`src/rtl/sff_pkg.sv`:
```
package sff_pkg;
  parameter int unsigned ADDR_W  = 32;
  parameter int unsigned INST_W  = 32;
  parameter int unsigned EPOCH_W = 1;

  typedef logic [ADDR_W-1:0]  addr_t;
  typedef logic [INST_W-1:0]  inst_t;
  typedef logic [EPOCH_W-1:0] epoch_t;

  typedef struct packed {
    addr_t  pc;
    addr_t  pred;
    epoch_t ep;
  } fq_entry_t;

  localparam int unsigned FQ_ENTRY_W = $bits(fq_entry_t);

  function automatic addr_t seq_pc(input addr_t pc, input addr_t step);
    return pc + step;
  endfunction

  function automatic addr_t resolve_pc(input addr_t pc, input addr_t step,
                                       input logic ovr, input addr_t tgt);
    return ovr ? tgt : seq_pc(pc, step);
  endfunction
endpackage

```
`src/rtl/sff_fifo.sv`:
```
module sff_fifo #(
  parameter int unsigned WIDTH = 8,
  parameter int unsigned DEPTH = 4,
  localparam int unsigned PTR_W = (DEPTH > 1) ? $clog2(DEPTH) : 1,
  localparam int unsigned CNT_W = $clog2(DEPTH + 1)
) (
  input  logic             clk,
  input  logic             rst_n,
  input  logic             push,
  input  logic [WIDTH-1:0] push_data,
  input  logic             pop,
  output logic [WIDTH-1:0] head,
  output logic [CNT_W-1:0] count,
  output logic             full,
  output logic             empty
);
  logic [WIDTH-1:0] mem [DEPTH];
  logic [PTR_W-1:0] wr_ptr, rd_ptr;

  function automatic logic [PTR_W-1:0] bump(input logic [PTR_W-1:0] p);
    return (p == PTR_W'(DEPTH - 1)) ? '0 : p + 1'b1;
  endfunction

  assign head  = mem[rd_ptr];
  assign full  = (count == CNT_W'(DEPTH));
  assign empty = (count == '0);

  always_ff @(posedge clk) begin
    if (push) mem[wr_ptr] <= push_data;
  end

  always_ff @(posedge clk or negedge rst_n) begin
    if (!rst_n) begin
      wr_ptr <= '0;
      rd_ptr <= '0;
      count  <= '0;
    end else begin
      if (push) wr_ptr <= bump(wr_ptr);
      if (pop)  rd_ptr <= bump(rd_ptr);
      case ({push, pop})
        2'b10:   count <= count + 1'b1;
        2'b01:   count <= count - 1'b1;
        default: count <= count;
      endcase
    end
  end
endmodule

```
`src/rtl/sff_pc_reg.sv`:
```
module sff_pc_reg
  import sff_pkg::*;
#(
  parameter addr_t RESET_PC = '0
) (
  input  logic  clk,
  input  logic  rst_n,
  input  logic  redir_en,
  input  addr_t redir_pc,
  input  logic  adv_en,
  input  addr_t step,
  output addr_t cur_pc
);
  addr_t pc_q;

  // Redirect write is visible to the reader in the same cycle.
  assign cur_pc = redir_en ? redir_pc : pc_q;

  // The fetch advance is applied after the redirect and wins.
  always_ff @(posedge clk or negedge rst_n) begin
    if (!rst_n)        pc_q <= RESET_PC;
    else if (adv_en)   pc_q <= seq_pc(cur_pc, step);
    else if (redir_en) pc_q <= redir_pc;
  end
endmodule

```
`src/rtl/sff_epoch_track.sv`:
```
module sff_epoch_track
  import sff_pkg::*;
(
  input  logic   clk,
  input  logic   rst_n,
  input  logic   advance,
  output epoch_t fetch_ep,
  output epoch_t fetch_ep_rd,
  output epoch_t exec_ep
);
  epoch_t fetch_q, exec_q;

  assign fetch_ep    = fetch_q;
  assign exec_ep     = exec_q;
  assign fetch_ep_rd = advance ? epoch_t'(fetch_q + 1'b1) : fetch_q;

  always_ff @(posedge clk or negedge rst_n) begin
    if (!rst_n) begin
      fetch_q <= '0;
      exec_q  <= '0;
    end else if (advance) begin
      fetch_q <= fetch_q + 1'b1;
      exec_q  <= exec_q + 1'b1;
    end
  end
endmodule

```
`src/rtl/sff_resolve.sv`:
```
module sff_resolve
  import sff_pkg::*;
(
  input  addr_t head_pc,
  input  addr_t head_pred,
  input  logic  ctl_valid,
  input  addr_t ctl_target,
  input  addr_t step,
  output addr_t actual_pc,
  output logic  mismatch
);
  assign actual_pc = resolve_pc(head_pc, step, ctl_valid, ctl_target);
  assign mismatch  = (actual_pc != head_pred);
endmodule

```
`src/rtl/spec_fetch_front.sv`:
```
module spec_fetch_front
  import sff_pkg::*;
#(
  parameter int unsigned DEPTH    = 4,
  parameter int unsigned PC_STEP  = 4,
  parameter int unsigned RESET_PC = 0
) (
  input  logic              clk,
  input  logic              rst_n,
  output logic              imem_req_valid,
  input  logic              imem_req_ready,
  output logic [ADDR_W-1:0] imem_req_addr,
  input  logic              imem_rsp_valid,
  input  logic [INST_W-1:0] imem_rsp_data,
  output logic              imem_rsp_pop,
  input  logic              exe_stall,
  input  logic              exe_ctl_valid,
  input  logic [ADDR_W-1:0] exe_ctl_target,
  output logic              exe_valid,
  output logic [ADDR_W-1:0] exe_pc,
  output logic [INST_W-1:0] exe_inst,
  output logic              exe_drop,
  output logic              mispredict
);
  localparam int unsigned CNT_W = $clog2(DEPTH + 1);
  localparam addr_t       STEP  = ADDR_W'(PC_STEP);

  // Named internal events, also observed by the bound checker.
  logic             req_fire;
  logic             redirect;
  logic             head_live;
  logic             head_stale;
  addr_t            actual_pc;
  logic             mismatch;
  addr_t            fetch_pc;
  epoch_t           fetch_ep, fetch_ep_rd, exec_ep;
  logic [CNT_W-1:0] q_count;
  logic             q_full, q_empty;
  fq_entry_t        push_ent, head_ent;
  logic [FQ_ENTRY_W-1:0] head_bits;
  logic             mispredict_q;

  assign head_ent   = fq_entry_t'(head_bits);
  assign head_live  = !q_empty && imem_rsp_valid;
  assign head_stale = (head_ent.ep != exec_ep);

  assign exe_drop     = head_live && head_stale;
  assign exe_valid    = head_live && !head_stale && !exe_stall;
  assign imem_rsp_pop = exe_drop || exe_valid;
  assign redirect     = exe_valid && mismatch;

  assign exe_pc   = head_ent.pc;
  assign exe_inst = imem_rsp_data;

  assign imem_req_valid = !q_full;
  assign imem_req_addr  = fetch_pc;
  assign req_fire       = imem_req_valid && imem_req_ready;

  always_comb begin
    push_ent.pc   = fetch_pc;
    push_ent.pred = seq_pc(fetch_pc, STEP);
    push_ent.ep   = fetch_ep_rd;
  end

  sff_resolve u_resolve (
    .head_pc    (head_ent.pc),
    .head_pred  (head_ent.pred),
    .ctl_valid  (exe_ctl_valid),
    .ctl_target (exe_ctl_target),
    .step       (STEP),
    .actual_pc  (actual_pc),
    .mismatch   (mismatch)
  );

  sff_pc_reg #(.RESET_PC(ADDR_W'(RESET_PC))) u_pc (
    .clk      (clk),
    .rst_n    (rst_n),
    .redir_en (redirect),
    .redir_pc (actual_pc),
    .adv_en   (req_fire),
    .step     (STEP),
    .cur_pc   (fetch_pc)
  );

  sff_epoch_track u_epoch (
    .clk         (clk),
    .rst_n       (rst_n),
    .advance     (redirect),
    .fetch_ep    (fetch_ep),
    .fetch_ep_rd (fetch_ep_rd),
    .exec_ep     (exec_ep)
  );

  sff_fifo #(.WIDTH(FQ_ENTRY_W), .DEPTH(DEPTH)) u_fq (
    .clk       (clk),
    .rst_n     (rst_n),
    .push      (req_fire),
    .push_data (push_ent),
    .pop       (imem_rsp_pop),
    .head      (head_bits),
    .count     (q_count),
    .full      (q_full),
    .empty     (q_empty)
  );

  always_ff @(posedge clk or negedge rst_n) begin
    if (!rst_n) mispredict_q <= 1'b0;
    else        mispredict_q <= redirect;
  end
  assign mispredict = mispredict_q;
endmodule

```
`config.mk`:
```
export PLATFORM = sky130hd
export DESIGN_NAME = spec_fetch_front
export DESIGN_NICKNAME = d
export VERILOG_FILES = /design/src/rtl/sff_pkg.sv /design/src/rtl/sff_fifo.sv /design/src/rtl/sff_pc_reg.sv /design/src/rtl/sff_epoch_track.sv /design/src/rtl/sff_resolve.sv /design/src/rtl/spec_fetch_front.sv
export SDC_FILE = /design/constraint.sdc
export NUM_CORES = 1
export LEC_CHECK = 0
export ABC_CLOCK_PERIOD_IN_PS = 6700
export BUFFER_PORTS_ARGS = -buffer_cell sky130_fd_sc_hd__buf_4
export CAP_MARGIN = 5
export CORE_MARGIN = 8
export CORE_UTILIZATION = 50
export DETAILED_ROUTE_END_ITERATION = 8
export PLACE_DENSITY = 0.81
export SYNTH_ARGS = -nofsm -noshare
export SYNTH_HDL_FRONTEND = slang
export SYNTH_SLANG_ARGS = --single-unit
```
`constraint.sdc`:
```
create_clock -name clk -period 6.7 [get_ports clk]
set_input_delay 0.67 -clock clk [delete_from_list [all_inputs] [get_ports clk]]
set_output_delay 0.67 -clock clk [all_outputs]
set_load 0.01 [all_outputs]
```
==> reports/metrics.yaml, run 1 <==
power:
  cellPowerDensity_nw_per_um2: 548
  max-vdd-ir-drop_mv: 0.261
  p_total_mw: 9.65
  leakagePower_nw: 6.15
timing:
  period_needed_ns: 6.36
  finalSetupViolCount: 0
  drv_slew: 0
  worstMarginPinSlew_ns: 1.02
  fin_crit_sh: 0.949
  max_freq_mhz: 157
  relSlewSlack: 0.322
  skew_ns: 0.0138
  setup_slack_ns: 0.341
  grt_setup_unrepaired: "false"
  setup_tns_ns: 0
  hold_violations: 0
clock_tree:
  htreeDepth: 1
  cts_tree: "done"
  clockBufferDepth: 3
  numCtsBuffers: 29
  clk_pin_slew_worst_paths_ns: 0.06
  cts_hold_buf: 0
  cts_sinks: 294
  clockRootBuffer: "clkbuf_16"
  clk_latency_ns: 0.54
routing:
  vias: 10200
  routed_wl_um: 42800
  vias_per_cell: 6.13
  drc: 0
  drt-initial-drc-count: 1070
  final_antenna_net_count: 0
  wl_per_cell_um: 25.8
  drtPass1Iterations: 7
global_route:
  grt_overflow: 0
  grt_pass1_vias: 10400
  grt_pass1_wl_um: 64400
  grt_use_total: 0.221
  antenna_found_initial: 0
  grt_max_degree: 64
die:
  start_util: 0.506
  rows: 65
  die_y_um: 194
  dieArea_sq_um: 37700
  core_area_sq_um: 31400
  die_x_um: 194
  ios: 171
placement:
  hpwl_um: 31200
  routabilityCongestion: 0.997
  placement.io_buffers: 106
  place_ws_ns: 0.611
final_layout:
  drive_gt1_frac: 0.243
  nNetsFinal: 1318
  multi_input_area_sq_um: 6260
  area_growth_pct: 11.0
  antenna_cells: 0
  register_area_sq_um: 8630
  num-fill-cells: 2502
synthesis:
  netlist_area_sq_um: 15900
  synth_top_area_frac: 0.477
  syn_area_per_cell_sq_um: 13.3
  ys_ff_latch: 294
  yosysTopAreaCell: "edfxtp_1"
  async_flop_share: 0.143
  yosys-top-cells-area: "edfxtp_1 (48%), mux4_2 (8.9%), dfrtp_1 (6.6%), xnor2_1 (4.5%), buf_4 (3.5%)"
  ys_top_cells_by_count: "edfxtp_1 (252), nand2_1 (89), xnor2_1 (81)"
  synth-edff-count: 252
  syn_nets: 1274
  synth_cell_type_count: 88
  netlist_instances: 1195
  ys_warn_count: 0
  yosysMostFrequentCell: "edfxtp_1"
  yosysSeqAreaShare: 0.543
  ys.flop_type: "edfxtp_1"
hold_path:
  hold_class: "in2async"
job:
  cap_violations: 0
outcome:
  status: "finished, final reports clean"
critical_path:
  cp.arrival_ns: 5.69
  endpoint_kind: "output pin"
  required_ns: 6.03
  start_kind: "register"
  crit_fanout: 28
  crit_type: "reg2out"
  reg2reg_depth: 18
  max_stage_delay_ns: 0.65
  crit_slowest_cell: "dfrtp_4"
  crit_chain: "mux4_2, ha_1, nand4_2, nor4_2, or3b_2, o2111ai_1, a2111oi_1, nand4_1, o31ai_4, buf_6, nor2_1, a21oi_1, inv_1, buf_4"
==> final timing paths <==
path	slack, ns	end	from
max	0.34	imem_req_addr[24]	u_fq.rd_ptr[0]$_DFFE_PN0P_
min	0.14	u_pc.pc_q[1]$_DFF_PN0_	rst_n
max reg2reg	0.67	u_fq.mem[0][29]$_DFFE_PP_	u_fq.rd_ptr[0]$_DFFE_PN0P_
min reg2reg	0.49	u_epoch.exec_ep$_DFFE_PN0N_	u_epoch.exec_ep$_DFFE_PN0N_
max in group asynchronous	6.03	u_fq.rd_ptr[1]$_DFFE_PN0P_	rst_n
min in group clk	0.49	u_epoch.exec_ep$_DFFE_PN0N_	u_epoch.exec_ep$_DFFE_PN0N_
==> layout by cell type (no fill, tap or decap), types with 10 or more instances in the layout <==
master,count
nor3_1,19
nor4_1,15
xor2_1,37
inv_1,38
nand4_1,25
edfxtp_1,252
and2_1,13
a21oi_1,21
xnor2_1,81
nand2b_1,10
mux2i_1,38
nand2_1,89
mux4_2,63
clkbuf_16,29
o21ai_0,24
buf_4,127
and3_1,11
nor2_1,67
dfrtp_1,40
nand3_1,47
mux2i_4,12
==> flip-flops by register name (all words and copies together), names as in the netlist <==
signal / flops
u_fq.mem: 252
u_pc.pc_q: 32
u_fq.count: 3
mispredict: 1
u_fq.wr_ptr: 2
u_fq.rd_ptr: 2
u_epoch.fetch_ep: 1
u_epoch.exec_ep: 1
==> stage by stage <==
stage	hold WS, ns	util	cells	instance area [sq um]
detailed placement	0.481	0.528	1609	16600
finish	0.136	0.561	1663	17600
CTS	0.174	0.560	1662	17600
global route	0.178	0.561	1663	17600
global placement	0.483	0.528	1609	16600
floorplan	0.374	-	1195	15900
==> power by group <==
part	total (mW)	leakage (nW)	switching, mW	internal (mW)
Combinational	4.79	2.84	2.93	1.86
Sequential	3.18	2.82	0.288	2.89
Clock	1.68	0.489	0.666	1.01
==> final cells by class <==
cell class | instances | share of cell area
clock buffers | 41 | 0.0471
clock inverters | 12 | 0.00916
inverters | 46 | 0.00994
multi-input cells | 735 | 0.355
flip-flops and latches | 294 | 0.490
well taps | 402 | 0.0285
repair buffers | 133 | 0.0604
==> per-layer routing <==
metal | up-vias | wire [um] | GRT usage
met4 | 0 | 1360 | 0.0750
met2 | 482 | 19900 | 0.352
met5 | - | 0 | 0
met3 | 91 | 3640 | 0.0406
met1 | 5090 | 17900 | 0.300
li1 | 4523 | - | -
==> kinds of logic (layout without fill, tap and decap cells) <==
group	count (synthesis)	count (layout)	synth area share
AO/OA/AOI/OAI	121	121	0.0539
XOR/XNOR	122	122	0.0696
adder cells (fa/ha/maj)	9	9	0.00757
buffers and inverters	166	232	0.0644
flip-flops	294	294	0.543
multiplexers	132	132	0.145
AND/OR/NAND/NOR	351	351	0.116
==> worst max-delay path, delay by kind of cell (launching register included) <==
kind                     cells  cell delay, ns
adder cells (fa/ha/maj)      1            0.33
AND/OR/NAND/NOR              5            1.43
buffers and inverters        3            0.78
flip-flops                   1            0.65
multiplexers                 1            0.49
AO/OA/AOI/OAI                4            1.45
==> timing repair <==
action                     4_1_cts  5_1_grt
gates resized for setup          0        6
setup endpoints to repair        0       29
setup buffers                    0        1
(Power assumes the default switching activity.)
==> run 2: changes to the inputs <==
--- a/config.mk
+++ b/config.mk
@@ -11,7 +11,8 @@
 export CORE_MARGIN = 8
 export CORE_UTILIZATION = 50
 export DETAILED_ROUTE_END_ITERATION = 8
-export PLACE_DENSITY = 0.81
+export PLACE_DENSITY = 0.8
 export SYNTH_ARGS = -nofsm -noshare
 export SYNTH_HDL_FRONTEND = slang
+export SYNTH_HIERARCHICAL = 1
 export SYNTH_SLANG_ARGS = --single-unit
==> run 2 against run 1 <==
Against the previous run:
- utilization is 3.7 points higher
- global-route usage is 0.19 points higher
- die area is 8.6% higher
- non-clock buffer count is 95 higher
- critical endpoint is now u_pc/pc_q[17]$_DFF_PN0_
- largest power group unchanged
- highest routed layer unchanged
==> reports/metrics.yaml, run 2 <==
critical_path:
  endpoint_kind: "register"
  reg2reg_slack_ns: 0.12  # -0.55 ns
  reg2reg_depth: 26  # +8
  crit_type: "reg2reg"
  critPathLaunch: "u_fq/rd_ptr[0]$_DFFE_PN0P_"
  crit_fanout: 8  # -71%
  cp.arrival_ns: 6.99  # +1.30 ns
  start_kind: "register"
  reg2reg_to: "u_pc/pc_q[17]$_DFF_PN0_"
  required_ns: 7.11  # +1.08 ns
  r2r_start: "u_fq/rd_ptr[0]$_DFFE_PN0P_"
synthesis:
  synth_cell_type_count: 101  # +15%
  yosysTopAreaCell: "edfxtp_1"
  synth-edff-count: 260  # +3.2%
  syn_area_per_cell_sq_um: 12.7  # -4.1%
  netlist_area_sq_um: 17400  # +9.4%
  yosys-top-cells-area: "edfxtp_1 (45%), mux4_2 (8.4%), dfrtp_1 (6.1%), ha_1 (5.0%), xnor2_1 (3.0%)"
  yosysMostFrequentCell: "edfxtp_1"
  yosysSeqAreaShare: 0.510  # -0.0326
  ys_top_cells_by_count: "edfxtp_1 (260), a21oi_1 (96), nand2_1 (85)"
  synth-compound-area-share: 0.117  # +0.0626
  netlist_instances: 1362  # +14%
  synth_top_family_by_area: "compound AO/OA/AOI/OAI gates"
  synth_adder_area_share: 0.0532  # +0.0456
  synth-simple-area-share: 0.108  # -0.00809
  ys_ff_latch: 302  # +2.7%
  ys.flop_type: "edfxtp_1"
  muxShareOfSynthArea: 0.114  # -0.0311
  synthXorXnorAreaFrac: 0.0538  # -0.0158
  ys_warn_count: 6  # +6
  synth_top_area_frac: 0.450  # -0.0270
  async_flop_share: 0.139  # -0.00378
clock_tree:
  clockBufferDepth: 3  # unchanged
  numCtsBuffers: 31  # +6.9%
  cts_sinks: 302  # +2.7%
  clk_pin_slew_worst_paths_ns: 0.07  # about the same
  cts_hold_buf: 0  # unchanged
  cts_tree: "done"
  clockRootBuffer: "clkbuf_16"
  clk_latency_ns: 0.57  # +0.03 ns
  htreeDepth: 1  # unchanged
timing:
  skew_ns: 0.0169  # +0.00308 ns
  finalSetupViolCount: 0  # unchanged
  setup_tns_ns: 0  # unchanged
  relSlewSlack: 0.236  # -0.0853
  period_needed_ns: 6.58  # +0.220 ns
  fin_crit_sh: 0.982  # +0.0328
  drv_slew: 0  # unchanged
  hold_violations: 0  # unchanged
  grt_setup_unrepaired: "true"
  timing.hold.ws_ns: 0.125  # -0.0107 ns
  worstMarginPinSlew_ns: 1.15  # +0.128 ns
  max_freq_mhz: 152  # -3.3%
final_layout:
  fin_util: 0.598  # +0.0369
  final_cell_mix: "edfxtp_1 (260), buf_4 (220), a21oi_1 (95), nand2_1 (85), nor2_1 (83)"
  top_register: "u_fq/mem"
  nNetsFinal: 1737  # +32%
  final_common_cell: "edfxtp_1"
  antenna_cells: 0  # unchanged
  drive_gt1_frac: 0.282  # +0.0390
  largest_reg_flops: 260  # +3.2%
  reg.largest.list: "u_fq/mem x260, u_pc/pc_q x32, u_fq/count x3"
  stdcell_count: 2074  # +25%
  area_growth_pct: 18.5
global_route:
  antenna_found_initial: 0  # unchanged
  grt_pass1_vias: 12500  # +19%
  grt_use_total: 0.222  # +0.00195
  grt_overflow: 0  # unchanged
  grt_pass1_wl_um: 71800  # +11%
  grt_max_degree: 74  # +16%
die:
  die_y_um: 202  # +4.2%
  ios: 171  # unchanged
  start_util: 0.505  # -0.000626
  dieArea_sq_um: 40900  # +8.6%
  die_x_um: 202  # +4.2%
  rows: 68  # +4.6%
  core_area_sq_um: 34400  # +9.5%
routing:
  drc: 0  # unchanged
  routed_wl_um: 47400  # +11%
  vias_per_cell: 5.98  # -2.3%
  vias: 12400  # +22%
  wl_per_cell_um: 22.8  # -11%
  final_antenna_net_count: 0  # unchanged
  drt-initial-drc-count: 1151  # +7.6%
  drtPass1Iterations: 7  # unchanged
outcome:
  status: "finished, final reports clean"
power:
  leakagePower_nw: 7.71  # +25%
  cellPowerDensity_nw_per_um2: 613  # +12%
  max-vdd-ir-drop_mv: 0.287  # +9.8%
hold_path:
  hold_class: "in2async"
placement:
  routabilityCongestion: 0.957  # -4.0%
  placement.io_buffers: 106  # unchanged
  hpwl_um: 33500  # +7.4%
  placed_cells: 2011  # +25%
job:
  cap_violations: 0  # unchanged
-- run 2: worst max-delay path, cell delays in order (launching register included) --
cell and delay, ns:
dfrtp_4 0.53, buf_6 0.18, mux4_2 0.53, ha_1 0.39
o211a_1 0.17, o31a_4 0.15, o21ai_4 0.24, a2111o_1 0.30
and4_1 0.22, nor3_1 0.06, or3_1 0.34, a2111oi_2 0.44
and4bb_1 0.25, o2111ai_1 0.09, and2_2 0.25, buf_12 0.15
mux2_2 0.28, ha_1 0.29, buf_4 0.15, inv_1 0.09
o22ai_1 0.11, o21ai_2 0.36, o221ai_4 0.19, a21oi_1 0.21
buf_4 0.16, xor2_1 0.17, a21oi_1 0.09
-- run 2: cells by family (layout without fill, tap and decap cells) --
family	Yosys count	count (layout)
xor+xnor	105	105
compound gates	297	297
simple gates	347	347
flops	302	302
mux	111	111
buf+inv	126	318
other cells	2	67
fa+ha+maj	72	72
-- run 2: report_power, final --
group / switching (mW) / internal (mW)
combinational: 4.46 / 3.23
sequential: 0.154 / 3.01
clock: 0.727 / 1.03
total: 5.34 / 7.27
-- run 2: routing by layer --
layer | wire length, um | global-route usage | up-vias
met5 | 0 | 0 | -
met4 | 1390 | 0.0785 | 0
met3 | 3710 | 0.0322 | 77
met2 | 22900 | 0.371 | 558
met1 | 19300 | 0.294 | 6141
li1 | - | - | 5631
-- run 2: worst max-delay path by stage --
stage               depth (start not counted)  slack (ns)                       to
finish                                     26        0.12  u_pc/pc_q[17]$_DFF_PN0_
global route                               27       -0.06  u_pc/pc_q[17]$_DFF_PN0_
CTS                                        25       0.004  u_pc/pc_q[25]$_DFF_PN0_
detailed placement                         25       -0.24  u_pc/pc_q[25]$_DFF_PN0_
global placement                           25       -0.19  u_pc/pc_q[25]$_DFF_PN0_
floorplan                                  27        0.14  u_pc/pc_q[26]$_DFF_PN0_
-- run 2: what timing repair did --
action	4_1_cts	5_1_grt
pin swaps	0	8
hold endpoints to repair	0	0
gates resized for setup	2	36
setup endpoints to repair	64	119
gates cloned	0	0
setup buffers	0	6
-- run 2: through the flow --
| stage | area [sq um] | power (mW) | setup slack [ns] |
|---|---|---|---|
| global placement | 19300 | 10.2 | -0.195 |
| finish | 20600 | 12.6 | 0.121 |
| global route | 20600 | 13.3 | -0.0554 |
| CTS | 20300 | 12.2 | 0.00374 |
| floorplan | 17600 | 8.02 | 0.135 |
| detailed placement | 19300 | 10.4 | -0.242 |
-- run 2: area by class of cell --
| cell class | count | area, sq um |
|---|---|---|
| timing repair buffer | 228 | 1780 |
| fill | 2680 | 13800 |
| clock buffer | 40 | 830 |
| multi-input combinational | 999 | 8200 |
| sequential | 302 | 8860 |
| tap | 455 | 569 |
| clock inverter | 17 | 198 |
| inverter | 33 | 124 |
